File: src/rtl/sg_pkg.sv
package sg_pkg;

  typedef enum logic [2:0] {
    OP_NOP        = 3'b000,
    OP_DYN_PROT   = 3'b001,
    OP_DYN_UNPROT = 3'b010,
    OP_PER_PROG   = 3'b011,
    OP_PER_ERASE  = 3'b100,
    OP_LOCK       = 3'b101
  } sg_op_e;

  typedef enum logic [1:0] {
    RSN_OK   = 2'b00,
    RSN_PERS = 2'b01,
    RSN_DYN  = 2'b10,
    RSN_HW   = 2'b11
  } sg_reason_e;

  // write strobes from the command engine to the flag store
  typedef struct packed {
    logic dyn_we;
    logic dyn_val;
    logic pers_prog;
    logic pers_erase;
    logic lock_set;
  } sg_wr_t;

endpackage

File: src/rtl/sg_cmd_fsm.sv
module sg_cmd_fsm
  import sg_pkg::*;
#(
  parameter int SECT_W     = 3,
  parameter int NVM_CYCLES = 4
) (
  input  logic              clk,
  input  logic              rst_n,
  input  logic              supply_ok,
  input  logic              lock_n,
  input  logic              cmd_valid,
  input  logic [2:0]        cmd_op,
  input  logic [SECT_W-1:0] cmd_sector,
  output sg_wr_t            wr,
  output logic [SECT_W-1:0] wr_sector,
  output logic              busy,
  output logic              done,
  output logic              ok
);

  localparam int CNT_W = $clog2(NVM_CYCLES + 1);
  localparam logic [CNT_W-1:0] CNT_LOAD = CNT_W'(NVM_CYCLES - 1);

  logic              busy_q, busy_d;
  logic [CNT_W-1:0]  cnt_q, cnt_d;
  logic              erase_q, erase_d;
  logic [SECT_W-1:0] sec_q, sec_d;
  logic              done_q, done_d;
  logic              ok_q, ok_d;
  logic              pend_en;

  // next-state
  always_comb begin
    busy_d    = busy_q;
    cnt_d     = cnt_q;
    erase_d   = erase_q;
    sec_d     = sec_q;
    done_d    = 1'b0;
    ok_d      = 1'b0;
    pend_en   = 1'b0;
    wr        = '0;
    wr_sector = cmd_sector;

    if (!supply_ok) begin
      // undervoltage: drop everything, back to idle
      busy_d = 1'b0;
    end else if (busy_q) begin
      wr_sector = sec_q;
      if (cnt_q == '0) begin
        busy_d        = 1'b0;
        done_d        = 1'b1;
        ok_d          = 1'b1;
        wr.pers_prog  = !erase_q;
        wr.pers_erase = erase_q;
      end else begin
        cnt_d = cnt_q - 1'b1;
      end
    end else if (cmd_valid) begin
      done_d = 1'b1;
      case (sg_op_e'(cmd_op))
        OP_DYN_PROT: begin
          wr.dyn_we  = 1'b1;
          wr.dyn_val = 1'b0;
          ok_d       = 1'b1;
        end
        OP_DYN_UNPROT: begin
          wr.dyn_we  = 1'b1;
          wr.dyn_val = 1'b1;
          ok_d       = 1'b1;
        end
        OP_PER_PROG, OP_PER_ERASE: begin
          if (lock_n) begin
            done_d  = 1'b0;
            busy_d  = 1'b1;
            cnt_d   = CNT_LOAD;
            pend_en = 1'b1;
            erase_d = (cmd_op == OP_PER_ERASE);
            sec_d   = cmd_sector;
          end
        end
        OP_LOCK: begin
          wr.lock_set = 1'b1;
          ok_d        = 1'b1;
        end
        default: ok_d = 1'b0;
      endcase
    end
  end

  // registers
  always_ff @(posedge clk or negedge rst_n) begin
    if (!rst_n) begin
      busy_q <= 1'b0;
      cnt_q  <= '0;
      done_q <= 1'b0;
      ok_q   <= 1'b0;
    end else begin
      busy_q <= busy_d;
      cnt_q  <= cnt_d;
      done_q <= done_d;
      ok_q   <= ok_d;
    end
  end

  always_ff @(posedge clk or negedge rst_n) begin
    if (!rst_n) begin
      erase_q <= 1'b0;
      sec_q   <= '0;
    end else if (pend_en) begin
      erase_q <= erase_d;
      sec_q   <= sec_d;
    end
  end

  assign busy = busy_q;
  assign done = done_q;
  assign ok   = ok_q;

endmodule

File: src/rtl/sg_bit_store.sv
module sg_bit_store
  import sg_pkg::*;
#(
  parameter int NUM_SECTORS = 8,
  parameter int SECT_W      = 3
) (
  input  logic                   clk,
  input  logic                   rst_n,
  input  sg_wr_t                 wr,
  input  logic [SECT_W-1:0]      wr_sector,
  output logic [NUM_SECTORS-1:0] dyn_bits,
  output logic [NUM_SECTORS-1:0] pers_bits,
  output logic                   lock_n
);

  logic [NUM_SECTORS-1:0] sel;
  logic [NUM_SECTORS-1:0] dyn_q, dyn_d;
  logic [NUM_SECTORS-1:0] pers_q, pers_d;
  logic                   lock_q, lock_d;

  for (genvar i = 0; i < NUM_SECTORS; i++) begin : g_sel
    assign sel[i] = (wr_sector == SECT_W'(i));
  end

  always_comb begin
    for (int i = 0; i < NUM_SECTORS; i++) begin
      dyn_d[i] = (wr.dyn_we && sel[i]) ? wr.dyn_val : dyn_q[i];
      if (wr.pers_erase)
        pers_d[i] = 1'b1;
      else if (wr.pers_prog && sel[i])
        pers_d[i] = 1'b0;
      else
        pers_d[i] = pers_q[i];
    end
    lock_d = lock_q & ~wr.lock_set;
  end

  // volatile flags and lock: cleared to the open state by reset
  always_ff @(posedge clk or negedge rst_n) begin
    if (!rst_n) begin
      dyn_q  <= '1;
      lock_q <= 1'b1;
    end else begin
      dyn_q  <= dyn_d;
      lock_q <= lock_d;
    end
  end

  // persistent flags: stand-in for non-volatile cells, untouched by reset
  always_ff @(posedge clk) begin
    if (wr.pers_erase || wr.pers_prog)
      pers_q <= pers_d;
  end

  assign dyn_bits  = dyn_q;
  assign pers_bits = pers_q;
  assign lock_n    = lock_q;

endmodule

File: src/rtl/sg_verdict.sv
module sg_verdict
  import sg_pkg::*;
#(
  parameter int NUM_SECTORS = 8,
  parameter int SECT_W      = 3,
  parameter bit WP_AT_HIGH  = 1'b1
) (
  input  logic                   clk,
  input  logic                   rst_n,
  input  logic                   supply_ok,
  input  logic                   wp_n,
  input  logic                   seq_active,
  input  logic                   qry_valid,
  input  logic [SECT_W-1:0]      qry_sector,
  input  logic [NUM_SECTORS-1:0] dyn_bits,
  input  logic [NUM_SECTORS-1:0] pers_bits,
  output logic                   res_valid,
  output logic                   res_allow,
  output logic [1:0]             res_reason
);

  localparam logic [SECT_W-1:0] EDGE_SECT =
    WP_AT_HIGH ? SECT_W'(NUM_SECTORS - 1) : '0;

  logic       wp_hold_q;
  logic       wp_eff;
  logic       hw_block;
  sg_reason_e rsn_d;
  logic       valid_q;
  logic       allow_q;
  logic [1:0] rsn_q;

  // pin follows the live level while idle, frozen while a sequence runs
  always_ff @(posedge clk or negedge rst_n) begin
    if (!rst_n)
      wp_hold_q <= 1'b0;
    else if (!seq_active)
      wp_hold_q <= wp_n;
  end

  assign wp_eff = seq_active ? wp_hold_q : wp_n;

  always_comb begin
    hw_block = !supply_ok || (!wp_eff && (qry_sector == EDGE_SECT));
    if (hw_block)
      rsn_d = RSN_HW;
    else if (!pers_bits[qry_sector])
      rsn_d = RSN_PERS;
    else if (!dyn_bits[qry_sector])
      rsn_d = RSN_DYN;
    else
      rsn_d = RSN_OK;
  end

  always_ff @(posedge clk or negedge rst_n) begin
    if (!rst_n)
      valid_q <= 1'b0;
    else
      valid_q <= qry_valid;
  end

  always_ff @(posedge clk or negedge rst_n) begin
    if (!rst_n) begin
      allow_q <= 1'b0;
      rsn_q   <= RSN_HW;
    end else if (qry_valid) begin
      allow_q <= (rsn_d == RSN_OK);
      rsn_q   <= rsn_d;
    end
  end

  assign res_valid  = valid_q;
  assign res_allow  = allow_q;
  assign res_reason = rsn_q;

endmodule

File: src/rtl/sector_guard.sv
module sector_guard
  import sg_pkg::*;
#(
  parameter int NUM_SECTORS = 8,
  parameter int NVM_CYCLES  = 4,
  parameter bit WP_AT_HIGH  = 1'b1,
  parameter int SECT_W      = $clog2(NUM_SECTORS)
) (
  input  logic              clk,
  input  logic              rst_n,
  input  logic              supply_ok,
  input  logic              wp_n,
  input  logic              seq_active,
  input  logic              cmd_valid,
  input  logic [2:0]        cmd_op,
  input  logic [SECT_W-1:0] cmd_sector,
  output logic              cmd_busy,
  output logic              cmd_done,
  output logic              cmd_ok,
  input  logic              qry_valid,
  input  logic [SECT_W-1:0] qry_sector,
  output logic              res_valid,
  output logic              res_allow,
  output logic [1:0]        res_reason
);

  logic [1:0]             rst_pipe_q;
  logic                   rst_sync_n;
  sg_wr_t                 wr;
  logic [SECT_W-1:0]      wr_sector;
  logic [NUM_SECTORS-1:0] dyn_bits;
  logic [NUM_SECTORS-1:0] pers_bits;
  logic                   lock_n;

  // asynchronous assert, synchronous release
  always_ff @(posedge clk or negedge rst_n) begin
    if (!rst_n)
      rst_pipe_q <= 2'b00;
    else
      rst_pipe_q <= {rst_pipe_q[0], 1'b1};
  end
  assign rst_sync_n = rst_pipe_q[1];

  sg_cmd_fsm #(
    .SECT_W     (SECT_W),
    .NVM_CYCLES (NVM_CYCLES)
  ) u_fsm (
    .clk        (clk),
    .rst_n      (rst_sync_n),
    .supply_ok  (supply_ok),
    .lock_n     (lock_n),
    .cmd_valid  (cmd_valid),
    .cmd_op     (cmd_op),
    .cmd_sector (cmd_sector),
    .wr         (wr),
    .wr_sector  (wr_sector),
    .busy       (cmd_busy),
    .done       (cmd_done),
    .ok         (cmd_ok)
  );

  sg_bit_store #(
    .NUM_SECTORS (NUM_SECTORS),
    .SECT_W      (SECT_W)
  ) u_store (
    .clk       (clk),
    .rst_n     (rst_sync_n),
    .wr        (wr),
    .wr_sector (wr_sector),
    .dyn_bits  (dyn_bits),
    .pers_bits (pers_bits),
    .lock_n    (lock_n)
  );

  sg_verdict #(
    .NUM_SECTORS (NUM_SECTORS),
    .SECT_W      (SECT_W),
    .WP_AT_HIGH  (WP_AT_HIGH)
  ) u_verdict (
    .clk        (clk),
    .rst_n      (rst_sync_n),
    .supply_ok  (supply_ok),
    .wp_n       (wp_n),
    .seq_active (seq_active),
    .qry_valid  (qry_valid),
    .qry_sector (qry_sector),
    .dyn_bits   (dyn_bits),
    .pers_bits  (pers_bits),
    .res_valid  (res_valid),
    .res_allow  (res_allow),
    .res_reason (res_reason)
  );

endmodule

File: config.mk
export PLATFORM = sky130hd
export DESIGN_NAME = sector_guard
export DESIGN_NICKNAME = d
export VERILOG_FILES = /design/src/rtl/sg_pkg.sv /design/src/rtl/sg_cmd_fsm.sv /design/src/rtl/sg_bit_store.sv /design/src/rtl/sg_verdict.sv /design/src/rtl/sector_guard.sv
export SDC_FILE = /design/constraint.sdc
export NUM_CORES = 1
export LEC_CHECK = 0
export BUFFER_PORTS_ARGS = -buffer_cell sky130_fd_sc_hd__buf_4
export CAP_MARGIN = 40
export CORE_MARGIN = 3
export CORE_UTILIZATION = 44
export DETAILED_ROUTE_END_ITERATION = 10
export SYNTH_ARGS = -nofsm -noshare
export SYNTH_HDL_FRONTEND = slang
export SYNTH_SLANG_ARGS = --single-unit
File: constraint.sdc
create_clock -name clk -period 0.84 [get_ports clk]
set_input_delay 0.168 -clock clk [delete_from_list [all_inputs] [get_ports clk]]
set_output_delay 0.168 -clock clk [all_outputs]
set_load 0.05 [all_outputs]
== Word level (Yosys, flattened, before mapping) ==
Index checks and enable logic that the tools add are counted.

* Add/sub/neg operators: 1
* Order comparisons: 1
* Equal/unequal tests: 14
* Multiplexer cells: 50
* Bitwise gates (word level): 3
* Reduce and logical (&&, ||, !) cells: 48

{| class="wikitable"
|+ Operator list
! cell !! count
|-
| two-way mux 1 bit || 32
|-
| nonzero test 2 bit || 11
|-
| equality test 3 bit (second input constant) || 7
|-
| two-way mux 3 bit || 7
|-
| logical AND 1 bit || 17
|-
| AND reduction 2 bit || 8
|-
| two-way mux 2 bit || 7
|-
| equality test 3 x 2 -> 1 bit (second input constant) || 4
|-
| binary-select mux 1 bit (select 3 bit) || 2
|-
| equality test 3 x 1 -> 1 bit (second input constant) || 2
|-
| logical NOT 3 bit || 2
|-
| AND reduction 6 bit || 1
|-
| two-way mux 5 bit || 1
|-
| AND reduction 5 bit || 1
|-
| < comparator 3 x 4 -> 1 bit (second input constant) || 1
|-
| one-hot mux 2 bit (2 select lines) || 1
|-
| logical NOT 1 bit || 3
|-
| OR reduction 3 bit || 1
|-
| subtractor 3 x 1 -> 3 bit (second input constant) || 1
|-
| logical NOT 2 bit || 1
|-
| logical OR 1 bit || 2
|-
| inequality test 2 bit (second input constant) || 1
|-
| inverter 1 bit || 2
|-
| OR reduction 2 bit || 1
|-
| bitwise AND 1 bit || 1
|}

* Register bits after elaboration: 34
* Input port bits: 16
* Output and inout port bits: 7
* Word-level logic and storage cells: 145

== Logic depth before layout (Yosys ltp) ==
* Word-level depth: 8
* Mapped depth: 6
* Mapped depth without buffers: 6

== Hierarchy ==
From an unflattened synthesis, not the netlist that was laid out.

* Cells, all modules: 129
* Area, all modules: 1726.7 um^2

{| class="wikitable"
|+ Modules (own cells, without submodules)
! module !! instances !! cells each !! area each (um^2) !! sequential area each (um^2)
|-
| sg_bit_store || 1 || 50 || 782.0 || 476.7
|-
| sg_cmd_fsm || 1 || 54 || 573.0 || 250.2
|-
| sg_verdict || 1 || 22 || 317.8 || 127.6
|-
| sector_guard || 1 || 3 || 53.8 || 50.0
|}

== Worst setup path before layout ==
OpenSTA, ideal clock, no wires.

* Path type: register to register
* Start: reg u_fsm.busy_q, in the netlist u_fsm.busy
* End: reg u_store.pers_q[1], in the netlist u_store.pers_bits[1] (enable)
* Setup time: 0.310 ns
* Data arrival time: 1.659 ns
* Data required time: 0.530 ns
* Setup slack: -1.130 ns
* Cell stages (with the launch flop): 7
* Buffers on the path: 2
* Clock period less this slack: 1.970 ns
* Path through: dfrtp_1 > buf_2 > and2_1 > clkbuf_1 > o21ai_0 > nand2_1 > o21ai_0

* Cells in the longest elaborated chain, start to end: 6
* Elaborated cells between the ends (all ways): 9
* Classes of those cells: 1 x eq/ne; 4 x mux; 4 x reduce/logical

{| class="wikitable"
|+ Ends and longest elaborated chain
! item !! line !! text
|-
| start, declared || sg_cmd_fsm.sv:24 || <nowiki>logic busy_q, busy_d;</nowiki>
|-
| start signal, assigned || sg_cmd_fsm.sv:98 || <nowiki>busy_q <= busy_d;</nowiki>
|-
| two-way mux 3 bit || sg_cmd_fsm.sv:47 || <nowiki>end else if (busy_q) begin</nowiki>
|-
| two-way mux 3 bit || sg_cmd_fsm.sv:44 || <nowiki>if (!supply_ok) begin</nowiki>
|-
| equality test 3 x 1 -> 1 bit || sg_bit_store.sv:22 || <nowiki>assign sel[i] = (wr_sector == SECT_W'(i));</nowiki>
|-
| logical AND 1 bit || sg_bit_store.sv:30 || <nowiki>else if (wr.pers_prog && sel[i])</nowiki>
|-
| nonzero test 2 bit (no line) || n/a ||
|-
| AND reduction 2 bit (no line) (*) || n/a ||
|-
| end signal, assigned || sg_bit_store.sv:52 || <nowiki>pers_q <= pers_d;</nowiki>
|-
| end, declared || sg_bit_store.sv:18 || <nowiki>logic [NUM_SECTORS-1:0] pers_q, pers_d;</nowiki>
|}

Mark *: on every way between the ends. The rest lies on a longest branch, timed or not.
A chain may end at the register's enable or synchronous reset.

== Worst setup path after layout ==
* Start: reg u_fsm.cnt_q[0]
* End: reg u_store.pers_q[4], in the netlist u_store.pers_bits[4] (enable)

* Cells in the longest elaborated chain, start to end: 7
* Elaborated cells between the ends (all ways): 8
* Classes of those cells: 3 x mux; 5 x reduce/logical

{| class="wikitable"
|+ Ends and longest elaborated chain
! item !! line !! text
|-
| start, declared || sg_cmd_fsm.sv:25 || <nowiki>logic [CNT_W-1:0] cnt_q, cnt_d;</nowiki>
|-
| start signal, assigned || sg_cmd_fsm.sv:99 || <nowiki>cnt_q <= cnt_d;</nowiki>
|-
| logical NOT 3 bit (*) || sg_cmd_fsm.sv:49 || <nowiki>if (cnt_q == '0) begin</nowiki>
|-
| two-way mux 2 bit (*) || sg_cmd_fsm.sv:49 ||
|-
| two-way mux 2 bit (*) || sg_cmd_fsm.sv:47 ||
|-
| two-way mux 5 bit (*) || sg_cmd_fsm.sv:44 ||
|-
| logical AND 1 bit || sg_bit_store.sv:30 ||
|-
| nonzero test 2 bit (no line) || n/a ||
|-
| AND reduction 2 bit (no line) (*) || n/a ||
|}

Marked as above.

==> summary.txt <==
Floorplanning
  – Top-Level Pins: 23
  – Die X-Extent: 68.4 µm
  – Die height: 68.4 µm
  – Die Area: between 0.004 and 0.005 mm²
  – Starting Density: 46.2%
  – Core outline area: 0.00372 mm²
  – # rows: 22

Global routing
  – Initial antenna violation count: 0
  – First-pass GRT wire length: 6.91 mm
  – Total track usage: 20.7%
  – Number of global-route vias before repair: 1506
  – Overflow after GRT: 0
  – Largest net degree at the start of global routing: 25

CTS
  – Clk buf depth: 2
  – TritonCTS Buffers: 5
  – Clk pin slew, worst setup/hold paths: 0.07 ns
  – Worst-Skew Late Latency: approximately 0.29 ns
  – # H-tree levels: 2
  – CTS sink count: 34
  – Root Buffer: clkbuf_8
  – CTS tree: yes

Layout
  – Area grow syn2layout: 58.0%
  – Nets: 236
  – Final core occ: between 70% and 80%
  – Fill count: 249
  – Sequential cell area: 908 µm²
  – Multi-input logic area: ~0.0011 mm²
  – Ant diodes: 0
  – Layout cells sized above 1: 67.1%

Yosys
  – Largest area contributor in the netlist: dfrtp_1
  – Post-synthesis sequential area ratio: 52.7%
  – Mapped Nets: about 170
  – Synth unique cells: 40
  – Synth top area share: 21.9%
  – Yosys reg bits: 34
  – Area contributors post-synth: dfrtp_1 (22%), dfstp_2 (17%), edfxtp_1 (14%), mux4_1 (6.1%), o21ai_0 (5.3%)
  – Ys async rst share: roughly three quarters
  – Avg Cell Area, Syn: ~11 µm²
  – Dominant synthesized flop cell: dfrtp_1
  – Warnings from Yosys: 0
  – EDFF count, synth: 8
  – Post-Syn Area: ~0.0017 mm²
  – Syn Inst Count: 150

Placed design
  – # port buffers: 22
  – Post-Place Setup Slack: -0.724 ns
  – Detailed placer's ending HPWL: 3.11 mm
  – Final Wtd Congestion: between 0.8 and 0.9

Routing
  – Met3 wire length: 162 µm
  – Via density: 5.45
  – Top Layer Used: met4
  – Via count: 1455
  – First-pass detailed-route iteration total: 4
  – DRT met1 WL: 1.73 mm
  – DR WL/cell: 16.4 µm
  – DR iter-0 viols: 85
  – # DRC: 0
  – Final ANT Viol Nets: 0
  – Routed wire length: around 4.4 mm
  – DR WL met2: 2.40 mm

STA
  – Max-slew violations: 0
  – Max Freq: between 600 and 700 MHz
  – Tmin final: about 1.5 ns
  – Final setup violation count: 45
  – RSZ-0062 raised after global routing: yes
  – Setup TNS: -23.67 ns
  – Final worst clock skew: 0.00575 ns
  – Min Hold Slack: 0.0428 ns
  – Period utilisation layout: 180%
  – Final hold vios: 0
  – Final setup margin: -0.672 ns

Worst setup path
  – CP Launch Type: flop
  – Crit path arrival time: 1.51 ns
  – CP Capture Type: flop
  – Peak fanout along the critical path: 8
  – Critical Path RT: 0.84 ns
  – Crit path from: u_fsm.cnt_q[0]
  – RR Startpoint: u_fsm.cnt_q[0]
  – Critical path class: reg -> reg

Status
  – Status: finished, violations left
  – Failing checks: negative setup slack

Run
  – Maxcap violations: 0

Min path
  – Min-delay src: qry_valid
  – Hold Path Class: in -> reg

Pwr
  – PwrDens: about 1800 mW/mm²
  – Total power: roughly 5000 µW
  – Maximum vdd drop: 1480 µV
  – Pleak: 0.00105 µW
[through the flow]
step / area (µm²) / instances
3_5_place_dp: 2300 / 251
3_3_place_gp: 2300 / 251
2_1_floorplan: 1810 / 150
4_1_cts: 2600 / 263
6_report: 2710 / 267
5_1_grt: 2710 / 267
[report_power, final]
part / internal (µW) / total, µW / switching [µW]
Sequential: 1980 / 2180 / 200
Combinational: 916 / 1640 / 724
Clock: 569 / 1160 / 591
[cells in the final DEF (no fill, tap or decap), types with 3 or more instances in the layout]
cell / Yosys / layout
buf_6: 1 / 9
clkbuf_8: 0 / 5
nor3_1: 3 / 3
nand2_1: 11 / 4
mux4_2: 0 / 4
nand3b_1: 3 / 3
dfrtp_1: 15 / 12
mux2_2: 6 / 3
nand3_4: 0 / 3
o2bb2ai_2: 0 / 5
nand3_1: 11 / 4
edfxtp_1: 8 / 8
nand2b_1: 4 / 3
a21oi_1: 4 / 3
o21ai_4: 0 / 3
buf_4: 0 / 50
nand2_2: 0 / 5
nand3_2: 0 / 5
o21ai_2: 0 / 9
o21ai_1: 0 / 5
mux2_4: 0 / 3
buf_12: 0 / 3
inv_1: 6 / 3
dfstp_2: 11 / 11
dfrtp_2: 0 / 3
[path summary, 6_finish.rpt]
| path | to | cells past startpoint | slack [ns] |
|---|---|---|---|
| max in group asynchronous | u_store.dyn_bits[0] | 1 | 0.41 |
| setup reg to reg | u_store.pers_bits[4] | 5 | -0.67 |
| min in group asynchronous | rst_pipe_q[1] | 2 | 0.19 |
| setup / recovery | u_store.pers_bits[4] | 5 | -0.67 |
| hold / removal | u_verdict.res_valid | 1 | 0.04 |
| hold reg to reg | u_verdict.res_valid | 1 | 0.21 |
[timing repair]
action / 4_1_cts / 5_1_grt
setup endpoints to repair: 45 / 45
setup buffers: 5 / 5
resized for setup: 53 / 20
hold buffers: 1 / 0
pin swaps: 25 / 11
endpoints found under the hold margin: 2 / 0
cloned: 0 / 1
[layer usage]
layer	global-route usage [%]	up-vias
met5	0	-
met4	8.93	0
met3	5.58	9
met2	39.1	36
met1	21.0	724
li1	-	686
[critical path, cell delays in order, from the launching register on]
cell     delay, ns
dfrtp_1       0.39
inv_2         0.08
ha_4          0.12
nor2b_4       0.24
nand3_4       0.20
o21ai_2       0.18
[sequential cells by signal (all words and copies together), names as in the netlist]
signal / cells
u_verdict.res_allow: 1
u_fsm.sec_q: 3
rst_pipe_q: 2
u_store.lock_n: 1
u_verdict.wp_hold_q: 1
u_store.dyn_bits: 8
u_fsm.cnt_q: 3
u_fsm.ok: 1
u_verdict.res_reason: 2
u_fsm.erase_q: 1
u_verdict.res_valid: 1
u_fsm.busy: 1
u_store.pers_bits: 8
u_fsm.done: 1
[synthesized netlist by cell type, types with 2 or more instances]
cell and number:
ha_1 2, o2bb2ai_1 7, nor2_1 4, o21ai_0 18, nand3b_1 3, nand4_1 2
mux4_1 4, dfstp_2 11, edfxtp_1 8, nand4b_1 2, mux2_2 6, or3_1 2
nand2_1 11, nor2b_1 4, nand2b_1 4, dfrtp_1 15, inv_1 6, nand3_1 11
and2_1 2, nor3_1 3, a31oi_1 2, buf_2 2, a21oi_1 4
[layout make-up]
class,count,share of cell area (%)
Clock buffer,6,2.68
Tap cell,48,2.22
Timing Repair Buffer,65,21.3
Inverter,6,1.11
Multi-Input combinational cell,106,38.9
Sequential cell,34,33.5
Clock inverter,2,0.323
[kinds of logic (layout without fill, tap and decap cells)]
kind of cell / count (synthesis) / after routing / synth area share, %
other: 1 / 1 / 0.219
and+or+nand+nor: 53 / 54 / 17.2
DFF: 34 / 34 / 52.7
muxes: 11 / 11 / 10.6
xor gates and xnor gates: 1 / 1 / 0.511
AOI/OAI and AO/OA: 37 / 37 / 14.2
buffers and inverters: 11 / 79 / 2.99
adders and majority gates: 2 / 2 / 1.46
(Power assumes the default switching activity.)
